[src/rtl/pcix_split_pkg.sv]
package pcix_split_pkg;

  typedef enum logic [1:0] {
    ST_IDLE       = 2'd0,
    ST_WAIT_DATA  = 2'd1,
    ST_SPLIT_PEND = 2'd2,
    ST_SEND_CPL   = 2'd3
  } split_state_e;

  localparam logic [3:0] CMD_IO_RD     = 4'h2;
  localparam logic [3:0] CMD_IO_WR     = 4'h3;
  localparam logic [3:0] CMD_MEM_RD    = 4'h6;
  localparam logic [3:0] CMD_MEM_WR    = 4'h7;
  localparam logic [3:0] CMD_SPLIT_CPL = 4'hC;

  function automatic logic cmd_is_read(logic [3:0] cmd);
    return (cmd == CMD_IO_RD) || (cmd == CMD_MEM_RD);
  endfunction

  function automatic logic cmd_is_posted(logic [3:0] cmd);
    return (cmd == CMD_IO_WR) || (cmd == CMD_MEM_WR) || (cmd == CMD_SPLIT_CPL);
  endfunction

endpackage

[src/rtl/pcix_slow_match.sv]
module pcix_slow_match #(
  parameter int OFF_W  = 12,
  parameter int N_SLOW = 9,
  parameter logic [N_SLOW*OFF_W-1:0] SLOW_TABLE = '0
) (
  input  logic [OFF_W-1:0] offset,
  output logic             hit
);
  logic [N_SLOW-1:0] hit_vec;

  for (genvar i = 0; i < N_SLOW; i++) begin : g_entry
    assign hit_vec[i] = (offset == SLOW_TABLE[i*OFF_W +: OFF_W]);
  end

  assign hit = |hit_vec;
endmodule

[src/rtl/pcix_wait_timer.sv]
module pcix_wait_timer #(
  parameter int LIMIT = 16
) (
  input  logic clk,
  input  logic rst,
  input  logic start,
  input  logic run,
  output logic expired
);
  localparam int CNT_W = (LIMIT > 1) ? $clog2(LIMIT) : 1;
  localparam logic [CNT_W-1:0] LAST = CNT_W'(LIMIT - 1);

  logic [CNT_W-1:0] cnt;

  always_ff @(posedge clk) begin
    if (rst) begin
      cnt <= '0;
    end else if (start) begin
      cnt <= '0;
    end else if (run && cnt != LAST) begin
      cnt <= cnt + CNT_W'(1);
    end
  end

  // high on the edge that closes the budget window
  assign expired = run && (cnt == LAST);
endmodule

[src/rtl/pcix_cpl_store.sv]
module pcix_cpl_store #(
  parameter int AW     = 32,
  parameter int DW     = 32,
  parameter int ATTR_W = 16,
  parameter int BC_W   = 12
) (
  input  logic              clk,
  input  logic              rst,
  input  logic              load_hdr,
  input  logic [ATTR_W-1:0] hdr_attr,
  input  logic [AW-1:0]     hdr_addr,
  input  logic [BC_W-1:0]   hdr_bcnt,
  input  logic              load_data,
  input  logic [DW-1:0]     data_in,
  input  logic              clear,
  output logic              full,
  output logic [ATTR_W-1:0] q_attr,
  output logic [AW-1:0]     q_addr,
  output logic [BC_W-1:0]   q_bcnt,
  output logic [DW-1:0]     q_data
);
  always_ff @(posedge clk) begin
    if (rst) begin
      full   <= 1'b0;
      q_attr <= '0;
      q_addr <= '0;
      q_bcnt <= '0;
      q_data <= '0;
    end else begin
      if (load_hdr) begin
        q_attr <= hdr_attr;
        q_addr <= hdr_addr;
        q_bcnt <= hdr_bcnt;
      end
      if (load_data) begin
        q_data <= data_in;
        full   <= 1'b1;
      end else if (clear) begin
        full   <= 1'b0;
      end
    end
  end
endmodule

[src/rtl/pcix_split_ctl.sv]
module pcix_split_ctl
  import pcix_split_pkg::*;
#(
  parameter int AW         = 32,
  parameter int DW         = 32,
  parameter int ATTR_W     = 16,
  parameter int BC_W       = 12,
  parameter int OFF_W      = 12,
  parameter int WAIT_LIMIT = 16,
  parameter int N_SLOW     = 9,
  parameter logic [N_SLOW*OFF_W-1:0] SLOW_TABLE = {
    12'h400, 12'h0CC, 12'h0C8, 12'h0C4, 12'h0C0,
    12'h018, 12'h010, 12'h004, 12'h000}
) (
  input  logic              clk,
  input  logic              rst,
  input  logic              req_valid,
  input  logic [3:0]        req_cmd,
  input  logic [AW-1:0]     req_addr,
  input  logic [ATTR_W-1:0] req_attr,
  input  logic [BC_W-1:0]   req_bcnt,
  input  logic              rd_data_ready,
  input  logic [DW-1:0]     rd_data,
  input  logic              cpl_sent,
  output logic              reg_rd_en,
  output logic [AW-1:0]     reg_rd_addr,
  output logic              imm_valid,
  output logic [DW-1:0]     imm_data,
  output logic              split_rsp,
  output logic              retry,
  output logic              wr_accept,
  output logic              cpl_req,
  output logic [ATTR_W-1:0] cpl_attr,
  output logic [AW-1:0]     cpl_addr,
  output logic [BC_W-1:0]   cpl_bcnt,
  output logic [DW-1:0]     cpl_data
);
  split_state_e      state;
  logic [ATTR_W-1:0] cur_attr;
  logic [AW-1:0]     cur_addr;
  logic [BC_W-1:0]   cur_bcnt;

  logic rd_req, wr_req, slow_hit, tmr_expired;
  logic in_idle, take_read;
  logic st_load_hdr, st_load_data, st_clear;
  logic [ATTR_W-1:0] hdr_attr;
  logic [AW-1:0]     hdr_addr;
  logic [BC_W-1:0]   hdr_bcnt;

  assign rd_req    = req_valid && cmd_is_read(req_cmd);
  assign wr_req    = req_valid && cmd_is_posted(req_cmd);
  assign in_idle   = (state == ST_IDLE);
  assign take_read = in_idle && rd_req;

  pcix_slow_match #(
    .OFF_W(OFF_W), .N_SLOW(N_SLOW), .SLOW_TABLE(SLOW_TABLE)
  ) u_match (
    .offset (req_addr[OFF_W-1:0]),
    .hit    (slow_hit)
  );

  pcix_wait_timer #(.LIMIT(WAIT_LIMIT)) u_timer (
    .clk     (clk),
    .rst     (rst),
    .start   (take_read && !slow_hit),
    .run     (state == ST_WAIT_DATA),
    .expired (tmr_expired)
  );

  // header comes from the bus on a slow hit, from the held request on timeout
  assign st_load_hdr  = (take_read && slow_hit) ||
                        (state == ST_WAIT_DATA && !rd_data_ready && tmr_expired);
  assign hdr_attr     = in_idle ? req_attr : cur_attr;
  assign hdr_addr     = in_idle ? req_addr : cur_addr;
  assign hdr_bcnt     = in_idle ? req_bcnt : cur_bcnt;
  assign st_load_data = (state == ST_SPLIT_PEND) && rd_data_ready;
  assign st_clear     = (state == ST_SEND_CPL) && cpl_sent;

  pcix_cpl_store #(
    .AW(AW), .DW(DW), .ATTR_W(ATTR_W), .BC_W(BC_W)
  ) u_store (
    .clk       (clk),
    .rst       (rst),
    .load_hdr  (st_load_hdr),
    .hdr_attr  (hdr_attr),
    .hdr_addr  (hdr_addr),
    .hdr_bcnt  (hdr_bcnt),
    .load_data (st_load_data),
    .data_in   (rd_data),
    .clear     (st_clear),
    .full      (cpl_req),
    .q_attr    (cpl_attr),
    .q_addr    (cpl_addr),
    .q_bcnt    (cpl_bcnt),
    .q_data    (cpl_data)
  );

  always_ff @(posedge clk) begin
    if (rst) begin
      state     <= ST_IDLE;
      cur_attr  <= '0;
      cur_addr  <= '0;
      cur_bcnt  <= '0;
      imm_valid <= 1'b0;
      imm_data  <= '0;
      split_rsp <= 1'b0;
      retry     <= 1'b0;
      wr_accept <= 1'b0;
    end else begin
      imm_valid <= 1'b0;
      split_rsp <= 1'b0;
      // busy states turn every read away; posted traffic always passes
      retry     <= rd_req && !in_idle;
      wr_accept <= wr_req;

      unique case (state)
        ST_IDLE: begin
          if (rd_req) begin
            cur_attr <= req_attr;
            cur_addr <= req_addr;
            cur_bcnt <= req_bcnt;
            if (slow_hit) begin
              split_rsp <= 1'b1;
              state     <= ST_SPLIT_PEND;
            end else begin
              state     <= ST_WAIT_DATA;
            end
          end
        end
        ST_WAIT_DATA: begin
          if (rd_data_ready) begin
            imm_valid <= 1'b1;
            imm_data  <= rd_data;
            state     <= ST_IDLE;
          end else if (tmr_expired) begin
            split_rsp <= 1'b1;
            state     <= ST_SPLIT_PEND;
          end
        end
        ST_SPLIT_PEND: begin
          if (rd_data_ready) state <= ST_SEND_CPL;
        end
        ST_SEND_CPL: begin
          if (cpl_sent) state <= ST_IDLE;
        end
        default: state <= ST_IDLE;
      endcase
    end
  end

  assign reg_rd_en   = (state == ST_WAIT_DATA) || (state == ST_SPLIT_PEND);
  assign reg_rd_addr = cur_addr;

endmodule

[config.mk]
export PLATFORM = sky130hd
export DESIGN_NAME = pcix_split_ctl
export DESIGN_NICKNAME = d
export VERILOG_FILES = /design/src/rtl/pcix_split_pkg.sv /design/src/rtl/pcix_slow_match.sv /design/src/rtl/pcix_wait_timer.sv /design/src/rtl/pcix_cpl_store.sv /design/src/rtl/pcix_split_ctl.sv
export SDC_FILE = /design/constraint.sdc
export NUM_CORES = 1
export LEC_CHECK = 0
export BUFFER_PORTS_ARGS = -buffer_cell sky130_fd_sc_hd__buf_2
export CAP_MARGIN = 0
export CORE_MARGIN = 3
export CORE_UTILIZATION = 30
export CTS_CLUSTER_DIAMETER = 60
export DETAILED_ROUTE_END_ITERATION = 10
export PLACE_DENSITY = 0.5
export SLEW_MARGIN = 20
export SYNTH_ARGS = -nofsm -noshare
export SYNTH_HDL_FRONTEND = slang
export SYNTH_HIERARCHICAL = 1
export SYNTH_SLANG_ARGS = --single-unit
[constraint.sdc]
create_clock -name clk -period 4.1 [get_ports clk]
set_input_delay 0.205 -clock clk [delete_from_list [all_inputs] [get_ports clk]]
set_output_delay 0.205 -clock clk [all_outputs]
set_load 0.005 [all_outputs]
==> summary.txt <==
Yosys
  • Top cells by area, synth: dfxtp_1 49%, mux2i_1 12%, nand2_1 9.0%
  • Cell count after synthesis: 846
  • Top cells by count, synth: 195 x dfxtp_1, 191 x nand2_1, 103 x nor2_1
  • Yosys top cell area share: 49.04%
  • Mapped Area: 7960 um^2
  • Post-synthesis net count: 952
  • Synthesis-stage register bit count: 195
  • Post-synthesis sequential area ratio: 49.04%
  • Number of flops mapped to enable cells by yosys: 0
  • Distinct cells, synth: 35
  • YS warnings: 6
  • Most used flip-flop cell after synthesis: dfxtp_1
  • Syn avg cell area: 9.409 um^2
  • Area leader, netlist: dfxtp_1
  • Most common cell in the netlist: dfxtp_1
  • Async SR Flop Fraction: 0%

STA
  • RSZ-0062 raised after global routing: false
  • Final min period: 2.324 ns
  • TNS Setup: 0 ns
  • Worst Tran Pin Value: 0.9046 ns
  • Max-slew violations: 0
  • Final period util: 56.69%
  • Count of final hold-check violations: 0
  • Setup violations, final: 0
  • Clk_skew: 0.01434 ns
  • Fmax: 430.3 MHz
  • Slew margin rel.: 39.69%
  • Setup WS post-layout: 1.776 ns

Clock tree
  • TritonCTS buffer count: 17
  • Skew-Pair Late Insertion Delay: 0.43 ns
  • Post-CTS Resized: 0
  • Clock Tree Buf Depth: 2
  • H-tree Lvls: 4
  • Root Driver: clkbuf_16
  • Total clock sinks: 195
  • Worst-path clk slew: 0.08 ns
  • CTS tree: built

Cells and area
  • Final Cell Area: 9962 um^2
  • Non-filler cells, final: 1,425
  • Nets: 1,189
  • Area grow syn2layout: 25.15%
  • Share of cells above drive strength 1: 35.16%
  • # diodes: 0

Route
  • # DRC: 0
  • Via count: 6,474
  • Final antenna-violating net count: 0
  • Vias per cell: 4.543
  • Routed len/inst: 15.40 um
  • First-pass detailed-route iteration total: 4
  • Final WL: 21.95 mm
  • Detailed Route Iter0 Violations: 269

Power
  • Seq pwr share: 44.9%
  • Power Density: 449.2 nW/um^2
  • VDD IR max: 0.2725 mV
  • Clock Power Share: 37.5%
  • Lkg Pwr: 4.149 nW
  • Sw frac: 27.93%
  • Internal: 3.225 mW
  • Net Switching: 1.250 mW
  • Share of total power in combinational logic: 17.7%
  • Total power: 4.475 mW

Global routing
  • Vias in the first global route: 6,391
  • Initial antenna violation count: 2
  • Largest net degree at the start of global routing: 92
  • GR Overflow Total: 0
  • Total track usage: 14.90%
  • First-pass GRT wire length: 34.65 mm

Die
  • IO Pins: 263
  • # rows: 58
  • Initial Utilization: 31.07%
  • Die height: 168.9 um
  • Die Footprint: 28,520 um^2
  • Die width: 168.9 um
  • Core ar.: 25,620 um^2

Min path
  • Worst Hold Class: primary input to flip-flop
  • Hold path start: rd_data[18]
  • Hold Path Stages: 3
  • Hold Path End: imm_data[18]

Worst setup path
  • Reg-to-reg startpoint: state[1]
  • R2R cell count: 9
  • Data required time of the worst path: 4.39 ns
  • CP Launch Point: state[1]
  • Largest fanout on the critical path: 45
  • Reg2reg end: u_store/q_bcnt[11]
  • Reg2Reg Setup Slack: 1.78 ns
  • Startpoint types: flip-flop
  • Worst Path Arrival: 2.61 ns
  • Critical path type: flip-flop to flip-flop
  • CP Capture Type: flip-flop

Placed design
  • Placed cell count: 1,389
  • Final Wtd Congestion: 0.7459
  • Cell area after placement: 9326 um^2
  • Post-place setup slack: 1.639 ns
  • Hpwl dp: 14.43 mm
  • IO buf count: 262

Job
  • MaxCap Viol Count: 0

Run status
  • Outcome: complete, no violations
[worst max-delay path, cell delays in order, from the launching register on]
cell and delay (ns):
dfxtp_1 0.34, inv_1 0.09, ha_1 0.29, nand3_1 0.14, nor2_1 0.13, nand2_1 0.11
o21ai_4 0.07, buf_4 0.65, mux2i_1 0.27, nor2_1 0.05
[layout by cell type (no fill, tap or decap), types with 2 or more instances in the layout]
cell type / count
nand2b_1: 3
o21ai_0: 2
nor2b_1: 3
clkbuf_16: 17
buf_4: 10
nor2_1: 103
clkinvlp_4: 2
mux2i_1: 96
and2_1: 3
clkinv_4: 2
a21oi_2: 14
mux2_2: 61
a21oi_1: 84
dfxtp_1: 195
dlygate4sd3_1: 5
ha_1: 4
nor3_1: 2
inv_6: 2
inv_8: 4
inv_1: 6
nand2_1: 191
nand3_1: 3
buf_2: 261
[routing by layer]
metal / GRT usage (%) / up-vias / wire, um
met2: 23.55 / 194 / 9780
met5: 0 / - / 23
li1: - / 3271 / -
met3: 5.395 / 18 / 1823
met1: 19.44 / 2987 / 10090
met4: 3.700 / 4 / 229
[final cells by class]
type	count	area, um^2
inverter	6	22.52
multi-input combinational	586	3595
timing repair buffer	277	1443
tap	330	412.9
sequential	195	3904
clock inverter	13	146.4
fill	2644	15660
clock buffer	18	439.2
[per-stage QoR]
step | util, % | hold WS, ns
final | 38.89 | 0.02129
after floorplan | - | 0.2818
after global placement | 36.41 | 0.4387
after detailed placement | 36.41 | 0.4434
after global routing | 38.89 | 0.008506
after CTS | 38.89 | 0.00009123
[worst max path at each step]
stage,end,cells after the start,slack (ns)
finish,u_store/q_bcnt[11],9,1.78
global route,u_store/q_bcnt[5],9,1.57
CTS,u_store/q_attr[1],9,1.77
detailed placement,u_store/q_addr[8],9,1.64
global placement,u_store/q_attr[10],9,1.66
floorplan,u_store/q_addr[31],9,2.39
[state kept, by name, indices dropped and copies added, names as in the netlist]
register and flops:
retry 1, u_store/q_addr 32, u_store/q_bcnt 12, state 2, cur_attr 16, u_store/q_attr 16, wr_accept 1, imm_valid 1
reg_rd_addr 32, u_store/q_data 32, imm_data 32, u_timer/cnt 4, cur_bcnt 12, split_rsp 1, u_store/full 1
[what timing repair did]
action | in CTS | in global routing
hold endpoints to repair | 5 | 0
endpoints found under the setup margin | 0 | 0
hold buffers | 5 | 0
buffers inserted | 0 | 0
[cell families after synthesis]
family	after synthesis	synth area share [%]
buffers and inverters	65	5.989
adders and majority gates	5	0.7859
muxes	157	20.70
DFF	195	49.04
and+or+nand+nor	319	16.06
AOI/OAI and AO/OA	105	7.419
[power by group through the flow]
| stage | combinational [mW] | sequential [mW] | clock, mW |
|---|---|---|---|
| 2_1_floorplan | 0.567 | 2.05 | 0 |
| 3_3_place_gp | 0.805 | 2.05 | 0 |
| 3_5_place_dp | 0.801 | 2.05 | 0 |
| 4_1_cts | 0.804 | 2.01 | 1.75 |
| 5_1_grt | 0.873 | 2.02 | 1.81 |
| 6_report | 0.790 | 2.01 | 1.68 |
(Power assumes the default switching activity.)
